File: config.mk
export PLATFORM = sky130hd
export DESIGN_NAME = wdt_locked_top
export DESIGN_NICKNAME = d
export VERILOG_FILES = /design/src/rtl/wdt_lock_pkg.sv /design/src/rtl/wdt_cfg_lock.sv /design/src/rtl/wdt_tick_sel.sv /design/src/rtl/wdt_chain.sv /design/src/rtl/wdt_locked_top.sv
export SDC_FILE = /design/constraint.sdc
export NUM_CORES = 1
export LEC_CHECK = 0
export ABC_CLOCK_PERIOD_IN_PS = 3900
export BUFFER_PORTS_ARGS = -buffer_cell sky130_fd_sc_hd__buf_2
export CAP_MARGIN = 20
export CORE_MARGIN = 1
export CORE_UTILIZATION = 55
export DETAILED_ROUTE_END_ITERATION = 12
export GPL_TIMING_DRIVEN = 0
export PLACE_DENSITY = 0.71
export SLEW_MARGIN = 20
export SYNTH_ARGS = -nofsm -noshare
export SYNTH_HDL_FRONTEND = slang
export SYNTH_SLANG_ARGS = --single-unit
File: constraint.sdc
create_clock -name clk -period 3.9 [get_ports clk]
set_input_delay 1.17 -clock clk [delete_from_list [all_inputs] [get_ports clk]]
set_output_delay 1.17 -clock clk [all_outputs]
set_load 0.01 [all_outputs]
File: src/rtl/wdt_lock_pkg.sv
package wdt_lock_pkg;

  typedef struct packed {
    logic       rc_src;   // 1: count RC enable pulses, 0: count system clocks
    logic [1:0] tap_sel;  // tap = base << tap_sel
  } wdt_mode_t;

  localparam wdt_mode_t MODE_DEFAULT = '{rc_src: 1'b0, tap_sel: 2'd1};

  // Number of ticks that make up one timeout for a given tap selection.
  function automatic int unsigned tap_span(input int unsigned base_log,
                                           input logic [1:0]  sel);
    return 32'd1 << (base_log + 32'(sel));
  endfunction

endpackage

File: src/rtl/wdt_cfg_lock.sv
module wdt_cfg_lock
  import wdt_lock_pkg::*;
#(
  parameter int unsigned WIN_CYC = 60
) (
  input  logic      clk,
  input  logic      rst_n,
  input  logic      reopen_i,   // timeout or stop recovery
  input  logic      restore_i,  // timeout: go back to default mode
  input  logic      we_i,
  input  wdt_mode_t wdata_i,
  output wdt_mode_t mode_o,
  output logic      win_open_o,
  output logic      commit_o
);
  localparam int unsigned WIN_W = $clog2(WIN_CYC + 1);

  logic [WIN_W-1:0] age_q;
  logic             written_q;
  wdt_mode_t        mode_q;

  assign win_open_o = (age_q < WIN_W'(WIN_CYC)) && !written_q;
  assign commit_o   = we_i && win_open_o && !reopen_i;
  assign mode_o     = mode_q;

  always_ff @(posedge clk or negedge rst_n) begin
    if (!rst_n) begin
      age_q     <= '0;
      written_q <= 1'b0;
      mode_q    <= MODE_DEFAULT;
    end else if (reopen_i) begin
      age_q     <= '0;
      written_q <= 1'b0;
      if (restore_i) mode_q <= MODE_DEFAULT;
    end else begin
      if (commit_o) begin
        mode_q    <= wdata_i;
        written_q <= 1'b1;
      end
      if (age_q < WIN_W'(WIN_CYC)) age_q <= age_q + 1'b1;
    end
  end

endmodule

File: src/rtl/wdt_tick_sel.sv
module wdt_tick_sel
  import wdt_lock_pkg::*;
(
  input  wdt_mode_t mode_i,
  input  logic      rc_tick_i,
  input  logic      stop_i,
  output logic      tick_o
);
  logic src_tick;

  assign src_tick = mode_i.rc_src ? rc_tick_i : 1'b1;
  assign tick_o   = src_tick && !stop_i;

endmodule

File: src/rtl/wdt_chain.sv
module wdt_chain
  import wdt_lock_pkg::*;
#(
  parameter int unsigned BASE_LOG = 7,
  parameter int unsigned CNT_W    = BASE_LOG + 3
) (
  input  logic             clk,
  input  logic             rst_n,
  input  logic             clear_i,
  input  logic             tick_i,
  input  logic [1:0]       tap_sel_i,
  output logic [CNT_W-1:0] cnt_o,
  output logic             hit_o,
  output logic             req_o
);
  logic [CNT_W-1:0] cnt_q;
  logic [CNT_W-1:0] last_val;
  logic             req_q;

  assign last_val = CNT_W'(tap_span(BASE_LOG, tap_sel_i) - 32'd1);
  assign hit_o    = tick_i && !clear_i && (cnt_q == last_val);
  assign cnt_o    = cnt_q;
  assign req_o    = req_q;

  always_ff @(posedge clk or negedge rst_n) begin
    if (!rst_n) begin
      cnt_q <= '0;
      req_q <= 1'b0;
    end else begin
      req_q <= hit_o;
      if (clear_i || hit_o) cnt_q <= '0;
      else if (tick_i)      cnt_q <= cnt_q + 1'b1;
    end
  end

endmodule

File: src/rtl/wdt_locked_top.sv
module wdt_locked_top
  import wdt_lock_pkg::*;
#(
  parameter int unsigned BASE_LOG = 7,
  parameter int unsigned WIN_CYC  = 60
) (
  input  logic       clk,
  input  logic       rst_n,
  input  logic       rc_tick_i,
  input  logic       stop_i,
  input  logic       stop_rcv_i,
  input  logic       kick_i,
  input  logic       cfg_we_i,
  input  logic [2:0] cfg_wdata_i,
  output logic       wdt_rst_o
);
  localparam int unsigned CNT_W = BASE_LOG + 3;

  wdt_mode_t        mode_q;
  wdt_mode_t        wr_mode;
  logic             win_open;
  logic             commit;
  logic             tick_en;
  logic             hit;
  logic             reopen;
  logic [CNT_W-1:0] cnt;

  assign wr_mode = wdt_mode_t'(cfg_wdata_i);
  assign reopen  = hit || stop_rcv_i;

  wdt_cfg_lock #(.WIN_CYC(WIN_CYC)) u_lock (
    .clk       (clk),
    .rst_n     (rst_n),
    .reopen_i  (reopen),
    .restore_i (hit),
    .we_i      (cfg_we_i),
    .wdata_i   (wr_mode),
    .mode_o    (mode_q),
    .win_open_o(win_open),
    .commit_o  (commit)
  );

  wdt_tick_sel u_tick (
    .mode_i   (mode_q),
    .rc_tick_i(rc_tick_i),
    .stop_i   (stop_i),
    .tick_o   (tick_en)
  );

  wdt_chain #(.BASE_LOG(BASE_LOG), .CNT_W(CNT_W)) u_chain (
    .clk      (clk),
    .rst_n    (rst_n),
    .clear_i  (kick_i || stop_rcv_i),
    .tick_i   (tick_en),
    .tap_sel_i(mode_q.tap_sel),
    .cnt_o    (cnt),
    .hit_o    (hit),
    .req_o    (wdt_rst_o)
  );

endmodule

### Word level (Yosys, flattened, before mapping)

Cells that the tools add are included.

| storage, ports and cells | value |
|---|---|
| bits in registers | 21 |
| output and inout bits | 1 |

| cells by class | value |
|---|---|
| $add $sub $neg | 4 |
| mux-type cells | 10 |
| magnitude comparators | 1 |
| reductions and logical operators | 17 |
| shift operators | 1 |
| equality and inequality tests | 2 |

Operators with widths:

| cell | number |
|---|---|
| left shift 1 x 32 -> 10 bit (first input constant) | 1 |
| 2-to-1 mux 10 bit | 2 |
| 2-to-1 mux 6 bit | 2 |
| adder 10 x 1 -> 10 bit (second input constant) | 1 |
| == test 10 bit | 1 |
| subtractor 10 x 1 -> 10 bit (second input constant) | 1 |
| 2-to-1 mux 3 bit | 3 |
| adder 6 x 1 -> 6 bit (second input constant) | 1 |
| logical AND 1 bit | 6 |
| < comparator 6 bit (second input constant) | 1 |
| nonzero test 2 bit | 3 |
| adder 3 x 2 -> 4 bit (first input constant) | 1 |
| logical NOT 1 bit | 4 |
| logical OR 1 bit | 3 |
| 2-to-1 mux 1 bit | 3 |
| inequality test 2 bit (second input constant) | 1 |
| AND reduction 2 bit | 1 |

### Depth between registers and ports, before layout

| depth | value |
|---|---|
| word-level depth | 10 |
| mapped depth | 5 |
| gate-level depth less buffers | 5 |

### Cells and area by module

From an unflattened synthesis, not the netlist that was laid out.

| unflattened totals | value |
|---|---|
| cells, all modules | 108 |
| area, all modules | 1129.8 um2 |

By module, submodules not included:

| module | cells each | area an instance (um2) | times used | sequential area each (um2) |
|---|---|---|---|---|
| wdt_chain | 58 | 595.6 | 1 | 275.3 |
| wdt_cfg_lock | 46 | 509.2 | 1 | 251.5 |
| wdt_locked_top | 2 | 12.5 | 1 | 0.0 |
| wdt_tick_sel | 2 | 12.5 | 1 | 0.0 |

### Least setup slack after synthesis

Ideal clock, no wire load.

| timing path | value |
|---|---|
| kind | in2reg |
| start point | input stop_i |
| end point | register u_chain.cnt_q[0] (netlist: u_chain.cnt_o[0]) |
| setup slack | 1.258 ns |
| library setup time | 0.141 ns |
| stages | 5 |
| arrival | 2.502 ns |
| required time | 3.759 ns |
| path through | clkbuf_1 > nand2b_1 > or3_4 > o41ai_4 > nor2_1 |

| on the way | value |
|---|---|
| longest elaborated chain between the ends | 6 |

Ends and longest elaborated chain:

| item | RTL line | RTL |
|---|---|---|
| from (decl) | wdt_locked_top.sv:10 | `input logic stop_i,` |
| logical NOT 1 bit * | wdt_tick_sel.sv:12 | `assign tick_o = src_tick && !stop_i;` |
| logical AND 1 bit * | wdt_tick_sel.sv:12 |  |
| logical AND 1 bit (2 in a row) | wdt_chain.sv:21 | `assign hit_o = tick_i && !clear_i && (cnt_q == last_val);` |
| logical OR 1 bit | wdt_chain.sv:31 | `if (clear_i \|\| hit_o) cnt_q <= '0;` |
| 2-to-1 mux 10 bit / nonzero test 2 bit (equally long branches) | -- |  |
| to (signal assigned) | wdt_chain.sv:32 | `else if (tick_i) cnt_q <= cnt_q + 1'b1;` |
| to (decl) | wdt_chain.sv:16 | `logic [CNT_W-1:0] cnt_q;` |

Every way passes the cells marked *; elsewhere a longest branch is shown, timed or not.
A chain may end at the register's enable or synchronous reset.

### Worst setup path in the final report

| timing path | value |
|---|---|
| start point | input stop_i |
| end point | register u_chain.cnt_q[5] (netlist: u_chain.cnt_o[5]) |

The elaborated chain is that of the path after synthesis.

==> flow_metrics.tcl <==
set metrics [dict create \
    placed_area_um2 1180 \
    vias_per_cell 5.47 \
    min_path_type "flip-flop to flip-flop" \
    hpwl_um 1290 \
    finalCriticalPeriod_ns 2.53 \
    endpoint_kind "flip-flop" \
    grt_use_total 0.188 \
    grt_max_degree 22 \
    clkLatencyLatePin_ns 0.30 \
    r2r_start "u_chain.cnt_o[2]" \
    num_rows 15 \
    status "finished clean" \
    post_cts_buffers 0 \
    place_congestion 0.791 \
    synth_mux_area_frac 0.0273 \
    die_area_um2 2180 \
    grt_pass1_vias 715 \
    hold_end "u_lock.mode_o[2]" \
    rsz0062_at_grt "false" \
    netlist_top_cells_area "dfrtp_1, xnor2_1, nor2_1" \
    r2r_cells 4 \
    grt_pass1_wl_um 2950 \
    ys.warnings.count 0 \
    setup_viol 0 \
    report.final.slew_viol_count 0 \
    diodes 0 \
    critPathLaunchType "input port" \
    cts_inserted_buffers 3 \
    r2r_slack_ns 1.92 \
    fin_nets 131 \
    nFillCells 163 \
    yosysTopAreaCellShare 0.455 \
    synth_top_family_by_area "simple AND/OR/NAND/NOR gates" \
    clkTransAtPathRegs_ns 0.12 \
    power_density_nw_per_um2 325 \
    postRouteAntennaNets 0 \
    fin_area_um2 1200 \
    synthSimpleGateAreaFrac 0.239 \
    core_area_um2 1800 \
    path_max_fanout 10 \
    fmax_mhz 396 \
    worstHoldStart "u_lock.mode_o[2]" \
    io_pins 11 \
    fp.dieW_um 46.7 \
    yosysSeqAreaShare 0.478 \
    worst_slew_pin_slew_ns 0.794 \
    hold_buffers 0 \
    cts-htree-levels 1 \
    port_buffers 9 \
    mostFrequentLayoutCells "nor2_1, dfrtp_1, xnor2_1" \
    cts_resized 0 \
    leakage_nw 0.523 \
    antenna_found_initial 0 \
    grt_overflow_total 0 \
    maxCapViolations 0 \
    cts_root_buffer "clkbuf_4" \
    dr.pass1.iters 4 \
    synth_xor_xnor_area_share 0.103 \
    crit_path_start "stop_i" \
    drive_gt1_frac 0.162 \
    ir_drop_uv 235 \
    clock_path_buffers 2 \
    start_util 0.611 \
    tritoncts "yes" \
    arrival_ns 2.70 \
    worstHoldPathCells 2 \
    wl_um 1780 \
    required_ns 4.08 \
    setup_tns_ns 0 \
    wire_per_inst_um 12.5 \
    first_iter_violations 6 \
    drc 0 \
    finClkSkew_ns 0.00231 \
    via_count 777 \
    die_y_um 46.7 \
    synth_fa_ha_area_frac 0.0341 \
    yosysTopAreaCell "dfrtp_1" \
    period_share 0.648 \
    regArea_um2 527 \
    synth.avg_cell_area_um2 10.6 \
    path_class "input port to flip-flop" \
    reg2reg_to "u_chain.cnt_o[5]" \
    area_growth_pct 9.43 \
    syn_area_um2 1100 \
    synth_compound_area_frac 0.105 \
    ys_types 28 \
    multi_input_area_um2 559 \
    ys_seq_elements 21 \
    relSlewSlack 0.470 \
    holdWs_ns 0.531 \
    syn_nets 117 \
    clock_sinks 21 \
    hold_violations 0 \
    syn_inst 104 \
]
## cell families (layout without fill, tap and decap cells)
group,after synthesis,in the layout
mux,3,3
simple gates,48,48
xor+xnor,13,13
flops,21,21
fa+ha+maj,3,3
compound gates,12,12
buf+inv,4,17
## state kept, by name, indices dropped and copies added, names as in the netlist
register          flops
u_chain.req_o         1
u_lock.mode_o         3
u_lock.written_q      1
u_chain.cnt_o        10
u_lock.age_q          6
## cells in the mapped netlist
cell type	number
nor3b_1	3
a211o_1	1
nand2_1	4
nand4_1	2
xnor2_1	12
nor3_1	2
ha_1	3
nor2_1	20
a21oi_1	4
nand3_1	3
or3_4	1
xor2_1	1
inv_1	2
dfrtp_1	20
nand4_2	1
nor2b_1	1
and3_1	1
o41ai_4	2
nor4_2	1
a31oi_1	3
nor4_1	4
o211ai_1	1
clkbuf_1	2
dfstp_2	1
mux2i_1	3
o21ai_0	1
nand2b_1	2
nor4b_1	3
## worst max path at each step
stage / to / slack (ns) / cells past startpoint
5_1_grt: u_chain.cnt_o[7] / 1.25 / 5
3_5_place_dp: u_chain.cnt_o[4] / 1.02 / 5
4_1_cts: u_chain.cnt_o[4] / 1.35 / 5
6_report: u_chain.cnt_o[5] / 1.37 / 5
2_1_floorplan: u_chain.cnt_o[0] / 1.26 / 5
3_3_place_gp: u_chain.cnt_o[4] / 1.04 / 5
## power breakdown
| group | internal (mW) | switching [mW] | total (mW) |
|---|---|---|---|
| logic | 0.0202 | 0.0278 | 0.0480 |
| clock network | 0.0382 | 0.0670 | 0.105 |
| registers | 0.229 | 0.00987 | 0.239 |
## metal layers
layer	GRT usage	vias to the layer above	routed length [µm]
met1	0.248	359	907
met4	0.0686	0	23
met2	0.319	11	797
met5	0	-	0
met3	0.0231	6	47
li1	-	401	-
## final cells by class
type | instances | area share
buffer | 2 | 0.00623
sequential | 21 | 0.437
clock inverter | 1 | 0.00415
timing repair buffer | 9 | 0.0374
inverter | 2 | 0.00623
tap | 25 | 0.0260
clock buffer | 3 | 0.0187
multi-input combinational | 79 | 0.464
## worst max-delay path: stages
cell and delay [ns]:
clkbuf_1 0.15, nand2b_1 0.23, or3_4 0.39, o41ai_4 0.64, nor2_1 0.12
## metrics by stage
| step | std cells | setup slack (ns) | utilization | total power [mW] |
|---|---|---|---|---|
| 2_1_floorplan | 104 | 1.26 | - | 0.275 |
| 3_5_place_dp | 138 | 1.02 | 0.653 | 0.292 |
| 5_1_grt | 142 | 1.25 | 0.669 | 0.410 |
| 4_1_cts | 142 | 1.35 | 0.669 | 0.394 |
| 3_3_place_gp | 138 | 1.04 | 0.653 | 0.290 |
| 6_report | 142 | 1.37 | 0.669 | 0.392 |
Power figures use the tool's default switching activity.
